===== config.mk =====
export PLATFORM = sky130hd
export DESIGN_NAME = nand_seq
export DESIGN_NICKNAME = d
export VERILOG_FILES = /design/src/rtl/nand_seq_pkg.sv /design/src/rtl/nand_strobe_gen.sv /design/src/rtl/nand_ptr_sel.sv /design/src/rtl/nand_addr_mux.sv /design/src/rtl/nand_seq.sv
export SDC_FILE = /design/constraint.sdc
export NUM_CORES = 1
export LEC_CHECK = 0
export BUFFER_PORTS_ARGS = -buffer_cell sky130_fd_sc_hd__buf_2
export CAP_MARGIN = 20
export CORE_MARGIN = 2
export CORE_UTILIZATION = 60
export CTS_CLUSTER_SIZE = 20
export DETAILED_ROUTE_END_ITERATION = 16
export PLACE_DENSITY = 0.95
export SYNTH_ARGS = -nofsm -noshare
export SYNTH_HDL_FRONTEND = slang
export SYNTH_HIERARCHICAL = 1
export SYNTH_SLANG_ARGS = --single-unit

===== constraint.sdc =====
create_clock -name clk -period 6.75 [get_ports clk]
set_input_delay 1.0125 -clock clk [delete_from_list [all_inputs] [get_ports clk]]
set_output_delay 1.0125 -clock clk [all_outputs]
set_load 0.05 [all_outputs]

===== src/rtl/nand_seq_pkg.sv =====
package nand_seq_pkg;
  localparam int COL_W      = 10;
  localparam int PAGE_BYTES = 528;

  typedef enum logic [1:0] {
    OP_READ  = 2'd0,
    OP_PROG  = 2'd1,
    OP_ERASE = 2'd2
  } op_e;

  typedef enum logic {
    CYC_WR = 1'b0,
    CYC_RD = 1'b1
  } cyc_e;

  localparam logic [7:0] OPC_PTR_LO  = 8'h00;
  localparam logic [7:0] OPC_PTR_HI  = 8'h01;
  localparam logic [7:0] OPC_PTR_SP  = 8'h50;
  localparam logic [7:0] OPC_PROG    = 8'h80;
  localparam logic [7:0] OPC_PCONF   = 8'h10;
  localparam logic [7:0] OPC_ERASE   = 8'h60;
  localparam logic [7:0] OPC_ECONF   = 8'hD0;
  localparam logic [7:0] OPC_STATUS  = 8'h70;
endpackage


===== src/rtl/nand_strobe_gen.sv =====
module nand_strobe_gen
  import nand_seq_pkg::*;
#(
  parameter int T_SU  = 3,
  parameter int T_WP  = 4,
  parameter int T_WH  = 3,
  parameter int T_RP  = 7,
  parameter int T_REH = 6
) (
  input  logic       clk,
  input  logic       rst_n,
  input  logic       start,
  input  cyc_e       kind,
  input  logic       cle_i,
  input  logic       ale_i,
  input  logic [7:0] dat_i,
  input  logic [7:0] io_in,
  output logic       busy,
  output logic       done,
  output logic       cle_o,
  output logic       ale_o,
  output logic       we_n,
  output logic       re_n,
  output logic [7:0] io_out,
  output logic       io_oe,
  output logic [7:0] rd_byte
);
  localparam int CW = 8;

  typedef enum logic [2:0] {
    PH_IDLE, PH_WSU, PH_WLO, PH_WHO, PH_RLO, PH_RHI
  } phase_e;

  phase_e          phase_q, phase_d;
  logic [CW-1:0]   cnt_q, cnt_d;
  logic            cle_q, cle_d, ale_q, ale_d;
  logic [7:0]      dat_q, dat_d, rd_q, rd_d;
  logic [CW-1:0]   ph_len;
  logic            last;

  always_comb begin
    case (phase_q)
      PH_WSU:  ph_len = CW'(T_SU);
      PH_WLO:  ph_len = CW'(T_WP);
      PH_WHO:  ph_len = CW'(T_WH);
      PH_RLO:  ph_len = CW'(T_RP);
      PH_RHI:  ph_len = CW'(T_REH);
      default: ph_len = CW'(1);
    endcase
  end

  assign busy = (phase_q != PH_IDLE);
  assign last = busy && (cnt_q == ph_len - CW'(1));
  assign done = last && ((phase_q == PH_WHO) || (phase_q == PH_RHI));

  always_comb begin
    phase_d = phase_q;
    cnt_d   = cnt_q;
    cle_d   = cle_q;
    ale_d   = ale_q;
    dat_d   = dat_q;
    rd_d    = rd_q;
    if (!busy) begin
      if (start) begin
        phase_d = (kind == CYC_WR) ? PH_WSU : PH_RLO;
        cnt_d   = '0;
        cle_d   = cle_i;
        ale_d   = ale_i;
        dat_d   = dat_i;
      end
    end else if (last) begin
      cnt_d = '0;
      case (phase_q)
        PH_WSU:  phase_d = PH_WLO;
        PH_WLO:  phase_d = PH_WHO;
        PH_RLO:  begin phase_d = PH_RHI; rd_d = io_in; end
        default: phase_d = PH_IDLE;
      endcase
    end else begin
      cnt_d = cnt_q + CW'(1);
    end
  end

  always_ff @(posedge clk or negedge rst_n) begin
    if (!rst_n) begin
      phase_q <= PH_IDLE;
      cnt_q   <= '0;
      cle_q   <= 1'b0;
      ale_q   <= 1'b0;
      dat_q   <= '0;
      rd_q    <= '0;
    end else begin
      phase_q <= phase_d;
      cnt_q   <= cnt_d;
      cle_q   <= cle_d;
      ale_q   <= ale_d;
      dat_q   <= dat_d;
      rd_q    <= rd_d;
    end
  end

  assign io_oe   = (phase_q == PH_WSU) || (phase_q == PH_WLO) || (phase_q == PH_WHO);
  assign we_n    = (phase_q != PH_WLO);
  assign re_n    = (phase_q != PH_RLO);
  assign cle_o   = cle_q && io_oe;
  assign ale_o   = ale_q && io_oe;
  assign io_out  = dat_q;
  assign rd_byte = rd_q;
endmodule


===== src/rtl/nand_ptr_sel.sv =====
module nand_ptr_sel
  import nand_seq_pkg::*;
(
  input  logic [1:0] col_hi,
  output logic [7:0] opcode
);
  always_comb begin
    if (col_hi[1])      opcode = OPC_PTR_SP;
    else if (col_hi[0]) opcode = OPC_PTR_HI;
    else                opcode = OPC_PTR_LO;
  end
endmodule


===== src/rtl/nand_addr_mux.sv =====
module nand_addr_mux #(
  parameter int ADDR_CYC = 3,
  parameter int IW       = 10,
  localparam int ROW_W   = 8 * (ADDR_CYC - 1)
) (
  input  logic [IW-1:0]    idx,
  input  logic             skip_col,
  input  logic [7:0]       col_lo,
  input  logic [ROW_W-1:0] row,
  output logic [7:0]       addr_byte
);
  logic [7:0] slot [ADDR_CYC];

  assign slot[0] = col_lo;
  for (genvar g = 1; g < ADDR_CYC; g++) begin : g_row
    assign slot[g] = row[8*(g-1) +: 8];
  end

  logic [IW:0] sel;
  assign sel = {1'b0, idx} + {{IW{1'b0}}, skip_col};

  always_comb begin
    addr_byte = 8'hFF;
    for (int k = 0; k < ADDR_CYC; k++) begin
      if (sel == (IW+1)'(k)) addr_byte = slot[k];
    end
  end
endmodule


===== src/rtl/nand_seq.sv =====
module nand_seq
  import nand_seq_pkg::*;
#(
  parameter int ADDR_CYC = 3,
  parameter int T_SU     = 3,
  parameter int T_WP     = 4,
  parameter int T_WH     = 3,
  parameter int T_RP     = 7,
  parameter int T_REH    = 6,
  parameter int T_WB     = 25,
  localparam int ROW_W   = 8 * (ADDR_CYC - 1)
) (
  input  logic             clk,
  input  logic             rst_n,
  input  logic             req_valid,
  output logic             req_ready,
  input  logic [1:0]       req_op,
  input  logic [ROW_W-1:0] req_row,
  input  logic [9:0]       req_col,
  input  logic [9:0]       req_len,
  input  logic [7:0]       wr_data,
  input  logic             wr_valid,
  output logic             wr_ready,
  output logic [7:0]       rd_data,
  output logic             rd_valid,
  output logic             done,
  output logic             fail,
  output logic             nf_ce_n,
  output logic             nf_cle,
  output logic             nf_ale,
  output logic             nf_we_n,
  output logic             nf_re_n,
  output logic [7:0]       nf_io_out,
  output logic             nf_io_oe,
  input  logic [7:0]       nf_io_in,
  input  logic             nf_rb
);
  localparam int IW  = COL_W;
  localparam int WBW = $clog2(T_WB + 1);
  localparam logic [WBW-1:0] WB_LAST = WBW'(T_WB - 1);

  typedef enum logic [3:0] {
    S_IDLE, S_PTR, S_SETUP, S_ADDR, S_WDATA, S_CONF,
    S_WB, S_RB, S_RDATA, S_STCMD, S_STRD
  } state_e;

  state_e           state_q, state_d;
  op_e              op_q, op_d;
  logic [ROW_W-1:0] row_q, row_d;
  logic [9:0]       col_q, col_d;
  logic [9:0]       len_q, len_d;
  logic [IW-1:0]    idx_q, idx_d;
  logic [WBW-1:0]   wb_q, wb_d;
  logic             done_q, done_d, fail_q, fail_d;

  logic       gen_busy, gen_done, issue;
  cyc_e       gen_kind;
  logic       gen_cle, gen_ale;
  logic [7:0] gen_dat, gen_rd;
  logic [7:0] ptr_opc, addr_byte;
  logic [IW-1:0] addr_last;
  logic       is_read, is_prog;

  assign is_read   = (op_q == OP_READ);
  assign is_prog   = (op_q == OP_PROG);
  assign addr_last = (op_q == OP_ERASE) ? IW'(ADDR_CYC - 2) : IW'(ADDR_CYC - 1);

  nand_ptr_sel u_ptr (
    .col_hi (col_q[9:8]),
    .opcode (ptr_opc)
  );

  nand_addr_mux #(.ADDR_CYC(ADDR_CYC), .IW(IW)) u_addr (
    .idx       (idx_q),
    .skip_col  (op_q == OP_ERASE),
    .col_lo    (col_q[7:0]),
    .row       (row_q),
    .addr_byte (addr_byte)
  );

  // cycle issue and bus content per state
  always_comb begin
    issue    = 1'b0;
    gen_kind = CYC_WR;
    gen_cle  = 1'b0;
    gen_ale  = 1'b0;
    gen_dat  = 8'h00;
    case (state_q)
      S_PTR:   begin issue = 1'b1; gen_cle = 1'b1; gen_dat = ptr_opc; end
      S_SETUP: begin issue = 1'b1; gen_cle = 1'b1;
                     gen_dat = is_prog ? OPC_PROG : OPC_ERASE; end
      S_ADDR:  begin issue = 1'b1; gen_ale = 1'b1; gen_dat = addr_byte; end
      S_WDATA: begin issue = wr_valid; gen_dat = wr_data; end
      S_CONF:  begin issue = 1'b1; gen_cle = 1'b1;
                     gen_dat = is_prog ? OPC_PCONF : OPC_ECONF; end
      S_STCMD: begin issue = 1'b1; gen_cle = 1'b1; gen_dat = OPC_STATUS; end
      S_RDATA: begin issue = 1'b1; gen_kind = CYC_RD; end
      S_STRD:  begin issue = 1'b1; gen_kind = CYC_RD; end
      default: ;
    endcase
  end

  nand_strobe_gen #(
    .T_SU(T_SU), .T_WP(T_WP), .T_WH(T_WH), .T_RP(T_RP), .T_REH(T_REH)
  ) u_strobe (
    .clk     (clk),
    .rst_n   (rst_n),
    .start   (issue && !gen_busy),
    .kind    (gen_kind),
    .cle_i   (gen_cle),
    .ale_i   (gen_ale),
    .dat_i   (gen_dat),
    .io_in   (nf_io_in),
    .busy    (gen_busy),
    .done    (gen_done),
    .cle_o   (nf_cle),
    .ale_o   (nf_ale),
    .we_n    (nf_we_n),
    .re_n    (nf_re_n),
    .io_out  (nf_io_out),
    .io_oe   (nf_io_oe),
    .rd_byte (gen_rd)
  );

  // next-state logic
  always_comb begin
    state_d = state_q;
    op_d    = op_q;
    row_d   = row_q;
    col_d   = col_q;
    len_d   = len_q;
    idx_d   = idx_q;
    wb_d    = wb_q;
    done_d  = 1'b0;
    fail_d  = fail_q;
    case (state_q)
      S_IDLE: if (req_valid) begin
        op_d    = (req_op == 2'd3) ? OP_READ : op_e'(req_op);
        row_d   = req_row;
        col_d   = req_col;
        len_d   = req_len;
        idx_d   = '0;
        state_d = (req_op == 2'd2) ? S_SETUP : S_PTR;
      end
      S_PTR:   if (gen_done) state_d = is_read ? S_ADDR : S_SETUP;
      S_SETUP: if (gen_done) state_d = S_ADDR;
      S_ADDR: if (gen_done) begin
        if (idx_q == addr_last) begin
          idx_d = '0;
          if (is_read)      state_d = S_WB;
          else if (is_prog) state_d = S_WDATA;
          else              state_d = S_CONF;
        end else begin
          idx_d = idx_q + IW'(1);
        end
      end
      S_WDATA: if (gen_done) begin
        if (idx_q == len_q - 10'd1) begin
          idx_d   = '0;
          state_d = S_CONF;
        end else begin
          idx_d = idx_q + IW'(1);
        end
      end
      S_CONF: if (gen_done) state_d = S_WB;
      S_WB: begin
        if (wb_q == WB_LAST) begin
          wb_d    = '0;
          state_d = S_RB;
        end else begin
          wb_d = wb_q + WBW'(1);
        end
      end
      S_RB: if (nf_rb) state_d = is_read ? S_RDATA : S_STCMD;
      S_RDATA: if (gen_done) begin
        if (idx_q == len_q - 10'd1) begin
          idx_d   = '0;
          done_d  = 1'b1;
          fail_d  = 1'b0;
          state_d = S_IDLE;
        end else begin
          idx_d = idx_q + IW'(1);
        end
      end
      S_STCMD: if (gen_done) state_d = S_STRD;
      S_STRD: if (gen_done) begin
        fail_d  = gen_rd[0];
        done_d  = 1'b1;
        state_d = S_IDLE;
      end
      default: state_d = S_IDLE;
    endcase
  end

  always_ff @(posedge clk or negedge rst_n) begin
    if (!rst_n) begin
      state_q <= S_IDLE;
      op_q    <= OP_READ;
      row_q   <= '0;
      col_q   <= '0;
      len_q   <= '0;
      idx_q   <= '0;
      wb_q    <= '0;
      done_q  <= 1'b0;
      fail_q  <= 1'b0;
    end else begin
      state_q <= state_d;
      op_q    <= op_d;
      row_q   <= row_d;
      col_q   <= col_d;
      len_q   <= len_d;
      idx_q   <= idx_d;
      wb_q    <= wb_d;
      done_q  <= done_d;
      fail_q  <= fail_d;
    end
  end

  assign req_ready = (state_q == S_IDLE);
  assign nf_ce_n   = (state_q == S_IDLE);
  assign wr_ready  = (state_q == S_WDATA) && !gen_busy;
  assign rd_valid  = (state_q == S_RDATA) && gen_done;
  assign rd_data   = gen_rd;
  assign done      = done_q;
  assign fail      = fail_q;
endmodule


# Word level (Yosys, flattened, before mapping)
# Index checks and enable logic that the tools add are counted.
[totals] reg_bits=88 output_inout_bits=27 wordCells=153
[op_classes] n_reduce_logical=30 muxes=58 n_bitwise=1 addsub=6 n_eq_ne=43
[op_table] op="8-bit 2-to-1 mux" n=9
[op_table] op="4-bit 2-to-1 mux" n=14
[op_table] op="10-bit 2-to-1 mux" n=5
[op_table] op="8-bit one-hot mux with 6 select lines" n=1
[op_table] op="4-bit one-hot mux with 11 select lines" n=1
[op_table] op="2-bit != test (second input constant)" n=15
[op_table] op="10-bit one-hot mux with 3 select lines" n=1
[op_table] op="4-bit by 3-bit == test with 1-bit output (second input constant)" n=4
[op_table] op="14-bit AND reduction" n=1
[op_table] op="1-bit 2-to-1 mux" n=13
[op_table] op="4-bit == test (second input constant)" n=3
[op_table] op="3-bit 2-to-1 mux" n=4
[op_table] op="3-bit one-hot mux with 4 select lines" n=1
[op_table] op="10-bit by 1-bit adder with 11-bit output" n=1
[op_table] op="11-bit by 1-bit == test with 1-bit output (second input constant)" n=1
[op_table] op="11-bit by 2-bit == test with 1-bit output (second input constant)" n=1
[op_table] op="11-bit zero test" n=1
[op_table] op="10-bit by 1-bit adder with 10-bit output (second input constant)" n=1
[op_table] op="10-bit == test" n=1
[op_table] op="10-bit by 2-bit == test with 1-bit output" n=1
[op_table] op="10-bit by 1-bit subtractor with 10-bit output (second input constant)" n=1
[op_table] op="3-bit one-hot mux with 3 select lines" n=1
[op_table] op="8-bit by 1-bit adder with 8-bit output (second input constant)" n=1
[op_table] op="4-bit by 2-bit == test with 1-bit output (second input constant)" n=2
[op_table] op="30 further kinds" n=54

# Longest topological paths before layout
[logic_depth] ltp_word=9 mapped_depth=18 depth_no_buf=16

# By module
# The synthesis kept the hierarchy.
[modules_own_cells] mod="nand_seq" area_per_inst_um2=3417.0 n_inst=1 seq_area_each_um2=1476.4 cells_per_inst=355
[modules_own_cells] mod="nand_strobe_gen" area_per_inst_um2=1514.0 n_inst=1 seq_area_each_um2=725.7 cells_per_inst=126
[modules_own_cells] mod="nand_addr_mux" area_per_inst_um2=405.4 n_inst=1 seq_area_each_um2=0.0 cells_per_inst=47
[modules_own_cells] mod="nand_ptr_sel" area_per_inst_um2=70.1 n_inst=1 seq_area_each_um2=0.0 cells_per_inst=9

# Worst setup path before layout
# Ideal clock, no wire load.
[synth_timing] kind="reg-to-output" startpoint="register u_strobe.phase_q[2]" endpoint="output rd_valid" stages_incl_launch_ff=13 n_path_buf=1 path_slack_ns=2.119 arrival_ns=3.619 cell_sequence="dfrtp_1 -> buf_4 -> or3b_2 -> inv_1 -> a21oi_1 -> ha_1 -> xor2_1 -> o211ai_1 -> a311oi_4 -> nand2_1 -> nor2_1 -> and2_1 -> nor2b_1"
[synth_via] elab_chain_len=8 elab_cells_between_ends=14 cone_classes="add/sub: 1; eq/ne: 6; mux: 1; reduce/logical: 6"
[synth_lines] element="start, declared" line_no="nand_strobe_gen.sv:34" rtl="phase_e phase_q, phase_d;"
[synth_lines] element="start signal, assigned" line_no="nand_strobe_gen.sv:93" rtl="phase_q <= phase_d;"
[synth_lines] element="3-bit by 2-bit == test with 1-bit output or 3-bit by 1-bit == test with 1-bit output (tied branches)" line_no="nand_strobe_gen.sv:42, nand_strobe_gen.sv:54"
[synth_lines] element="2-bit OR reduction (no source line)"
[synth_lines] element="3-bit one-hot mux with 4 select lines" line_no="nand_strobe_gen.sv:42" rtl="case (phase_q)"
[synth_lines] element="3-bit by 1-bit subtractor with 4-bit output" line_no="nand_strobe_gen.sv:53" rtl="assign last = busy && (cnt_q == ph_len - CW'(1));"
[synth_lines] element="8-bit == test" line_no="nand_strobe_gen.sv:53"
[synth_lines] element="1-bit logical AND" line_no="nand_strobe_gen.sv:53"
[synth_lines] element="1-bit logical AND (*)" line_no="nand_strobe_gen.sv:54" rtl="assign done = last && ((phase_q == PH_WHO) || (phase_q == PH_RHI));"
[synth_lines] element="via gen_done" line_no="nand_seq.sv:56" rtl="logic gen_busy, gen_done, issue;"
[synth_lines] element="1-bit logical AND (*)" line_no="nand_seq.sv:222" rtl="assign rd_valid = (state_q == S_RDATA) && gen_done;"
[synth_lines] element="end, declared" line_no="nand_seq.sv:25" rtl="output logic rd_valid,"
# Mark *: on every way through the listed nets, which the timed path passes. The rest lies on a longest branch.

# Worst setup path in the final report
# Same ends and word-level chain as after synthesis.

==> qor.txt <==
clk sink count: 88
synthesized area: 5406 sq um
sequential power share: 0.389
fin nets: 670
Async SR Flop Fraction: 1.000
Gate power share: 0.440
largest net degree at the start of global routing: 46
worst-case clock skew: 0.006414 ns
final std cells w/o fill: 716
TritonCTS clock tree: built
CTS H-tree lvls: 3
Tightest Pin Transition: 0.7070 ns
layout cell share with drive strength beyond 1: 0.3207
buffers plus inverters on the worst setup path: 2
cts hold-fix bufs: 0
peak supply drop: 0.0002678 V
GRT Resource Usage Total: 0.2766
slowest stage cell, crit path: dfrtp_1
IO Port Bufs: 85
fmax: 0.1928 GHz
Synth top cells by count: dfrtp_1 (88), mux2_2 (55), nand2_1 (53)
total grt overflow: 0
DRT Wirelength: 13110 um
PwrDens: 369.4 nW/um^2
most common cell in the synthesized netlist: dfrtp_1
final worst path period need: 5.186 ns
postcts setup bufs: 0
core area: 8721 sq um
Hold Path Class: register to register
critical path peak fanout: 17
switch share: 0.4211
final setup vio count: 0
post-detail-place hpwl: 9226 um
crit path DAT: 4.17 ns
Final Max Tran Viols: 0
Clock Power Share: 0.171
Unique masters post-synth: 80
Final WS setup: 1.564 ns
post-CTS sizing: 0
CP max stage delay: 0.61 ns
drt drc: 0
Die Span Y: 98.93 um
I/O pins: 86
first-pass GRT wire length: 22100 um
DP Area: 5781 sq um
Iteration-0 DRC Markers: 394
Required @ worst endpoint: 5.74 ns
YS warnings: 6
Final Hold Fails: 0
Area Overhead vs Synth: 10.81%
P_sw: 0.0009319 W
initial antenna violation count: 0
ant diodes: 0
post-synthesis sequential area ratio: 0.4073
drt first pass iters: 5
Lkg Pwr: 2.731 nW
Via Count: 4593
RD Place Congestion: 0.8977
vias in the first global route: 4658
Worst-path clk slew: 0.11 ns
RSZ-0062 raised after global routing: false
worst setup path category: register to output pin
Placed Cells: 700
critical path's top delay family: simple AND/OR/NAND/NOR gates
#FFs+latches synth: 88
Yosys top cell by area: dfrtp_1
reg-to-reg startpoint: u_strobe/phase_q[2]
Clock Tree Buf Depth: 2
CP Launch Point: u_strobe/phase_q[2]
Power, Total: 0.002213 W
Tcrit/Tclk final: 0.7684
CP cell instances: or3b_2 -> inv_1 -> a21oi_1 -> ha_1 -> xor2_1 -> o211ai_1 -> a311oi_4 -> nand2_1 -> nor2_1 -> and2_1 -> nor2b_1 -> buf_2
TritonCTS Buffers: 9
ys flop type: dfrtp_1
per-cell routed wire length: 18.30 um
Cells after Synth: 537
Placement Rows: 34
outcome: completed
relative slew slack: 0.5287
number of vias per cell: 6.415
die width: 98.93 um
number of synthesized flops with an enable pin: 0
max cap viols: 0
post-route ant nets: 0
top post-synthesis cells by area: dfrtp_1 (41%), mux2_2 (11%), nand2_1 (3.7%)
dpl ws: 2.091 ns
Clock Latency Late Sink: 0.37 ns
internal power: 0.001281 W
setup TNS: 0 ns
Die ar.: 9786 sq um
Hold Startpoint: row_q[15]
post-route cell area: 5991 sq um
nature of the critical path endpoint: output pin
Startpoint Class: register
Mapped Avg Cell Area: 10.07 sq um
Synth top area share: 0.4073
Initial Util: 0.6199
root buffer cell: clkbuf_8
-- cell type report --
type                       instances  area (sq um)
fill                             576          2730
clock inverter                     7         86.33
sequential                        88          2202
multi-input combinational        400          2937
inverter                          17         63.81
timing repair buffer              87         442.9
tap                              108         135.1
clock buffer                       9         123.9
-- routing by layer --
layer  GRT usage  up-vias  wire length, um
li1            -     2079                -
met1      0.3411     2242             5226
met2      0.4880      227             6762
met3     0.04326       45              712
met4      0.1054        0              403
met5           0        -                0
-- cell families after synthesis --
group                      after synthesis  synth area share
and+or+nand+nor                        192            0.1995
AOI/OAI and AO/OA                      114            0.1527
DFF                                     88            0.4073
muxes                                   67            0.1463
buffers and inverters                   53           0.05230
xor gates and xnor gates                14           0.02268
adders and majority gates                8           0.01851
other                                    1         0.0006936
-- per-stage QoR --
stage / hold slack (ns) / util
global route: 0.5314 / 0.6869
floorplan: 0.4701 / -
finish: 0.5121 / 0.6869
CTS: 0.5136 / 0.6869
global placement: 0.4790 / 0.6628
detailed placement: 0.4891 / 0.6628
-- worst reg2reg max path, delay by kind of cell, from the launching register on --
kind	cells	cell delay, ns
adder cells (fa/ha/maj)	1	0.34
AND/OR/NAND/NOR	4	1.26
XOR/XNOR	1	0.19
AO/OA/AOI/OAI	7	1.50
buffers and inverters	1	0.12
flip-flops	1	0.61
multiplexers	2	0.43
-- path summary, 6_finish.rpt --
path | endpoint | slack (ns) | depth (start not counted)
min in group asynchronous | col_q[1] | 0.63 | 1
setup reg to reg | idx_q[2] | 2.23 | 16
max in group asynchronous | wb_q[1] | 5.11 | 2
setup / recovery | rd_valid | 1.56 | 12
hold / removal | row_q[15] | 0.51 | 1
hold reg to reg | row_q[15] | 0.51 | 1
-- flip-flops by register name, indices dropped and copies added (netlist names) --
signal,cells
idx_q,10
op_q,2
u_strobe/rd_byte,8
len_q,10
state_q,4
u_strobe/io_out,8
fail,1
wb_q,5
u_strobe/cle_q,1
u_strobe/ale_q,1
u_strobe/phase_q,3
done,1
row_q,16
col_q,10
u_strobe/cnt_q,8
-- cell usage in the layout, fill, tap and decap left out, types with 7 or more instances in the layout --
cell / synthesis / final
buf_2: 2 / 84
o22ai_1: 11 / 11
o21ai_0: 26 / 26
mux2_4: 10 / 10
a21oi_1: 17 / 17
xor2_1: 7 / 7
ha_1: 8 / 8
or2_2: 7 / 7
nor3_1: 11 / 11
dfrtp_1: 88 / 88
clkbuf_8: 0 / 9
nor2_1: 22 / 22
nor2b_1: 7 / 7
inv_1: 15 / 15
nand3b_1: 9 / 9
nor3b_1: 7 / 7
mux2_2: 55 / 55
nand4_1: 10 / 10
nand2_1: 53 / 53
nand3_1: 15 / 15
xnor2_1: 7 / 7
nand2b_1: 15 / 15
-- power by group through the flow --
stage          clock network, W  registers (W)  logic, W
3_3_place_gp                  0       0.000842  0.000896
3_5_place_dp                  0       0.000860  0.000956
4_1_cts                0.000381       0.000852  0.000961
6_report               0.000379       0.000860  0.000974
2_1_floorplan                 0       0.000775  0.000849
5_1_grt                0.000400       0.000879   0.00107
No activity file was read; power rests on OpenSTA's default activity.
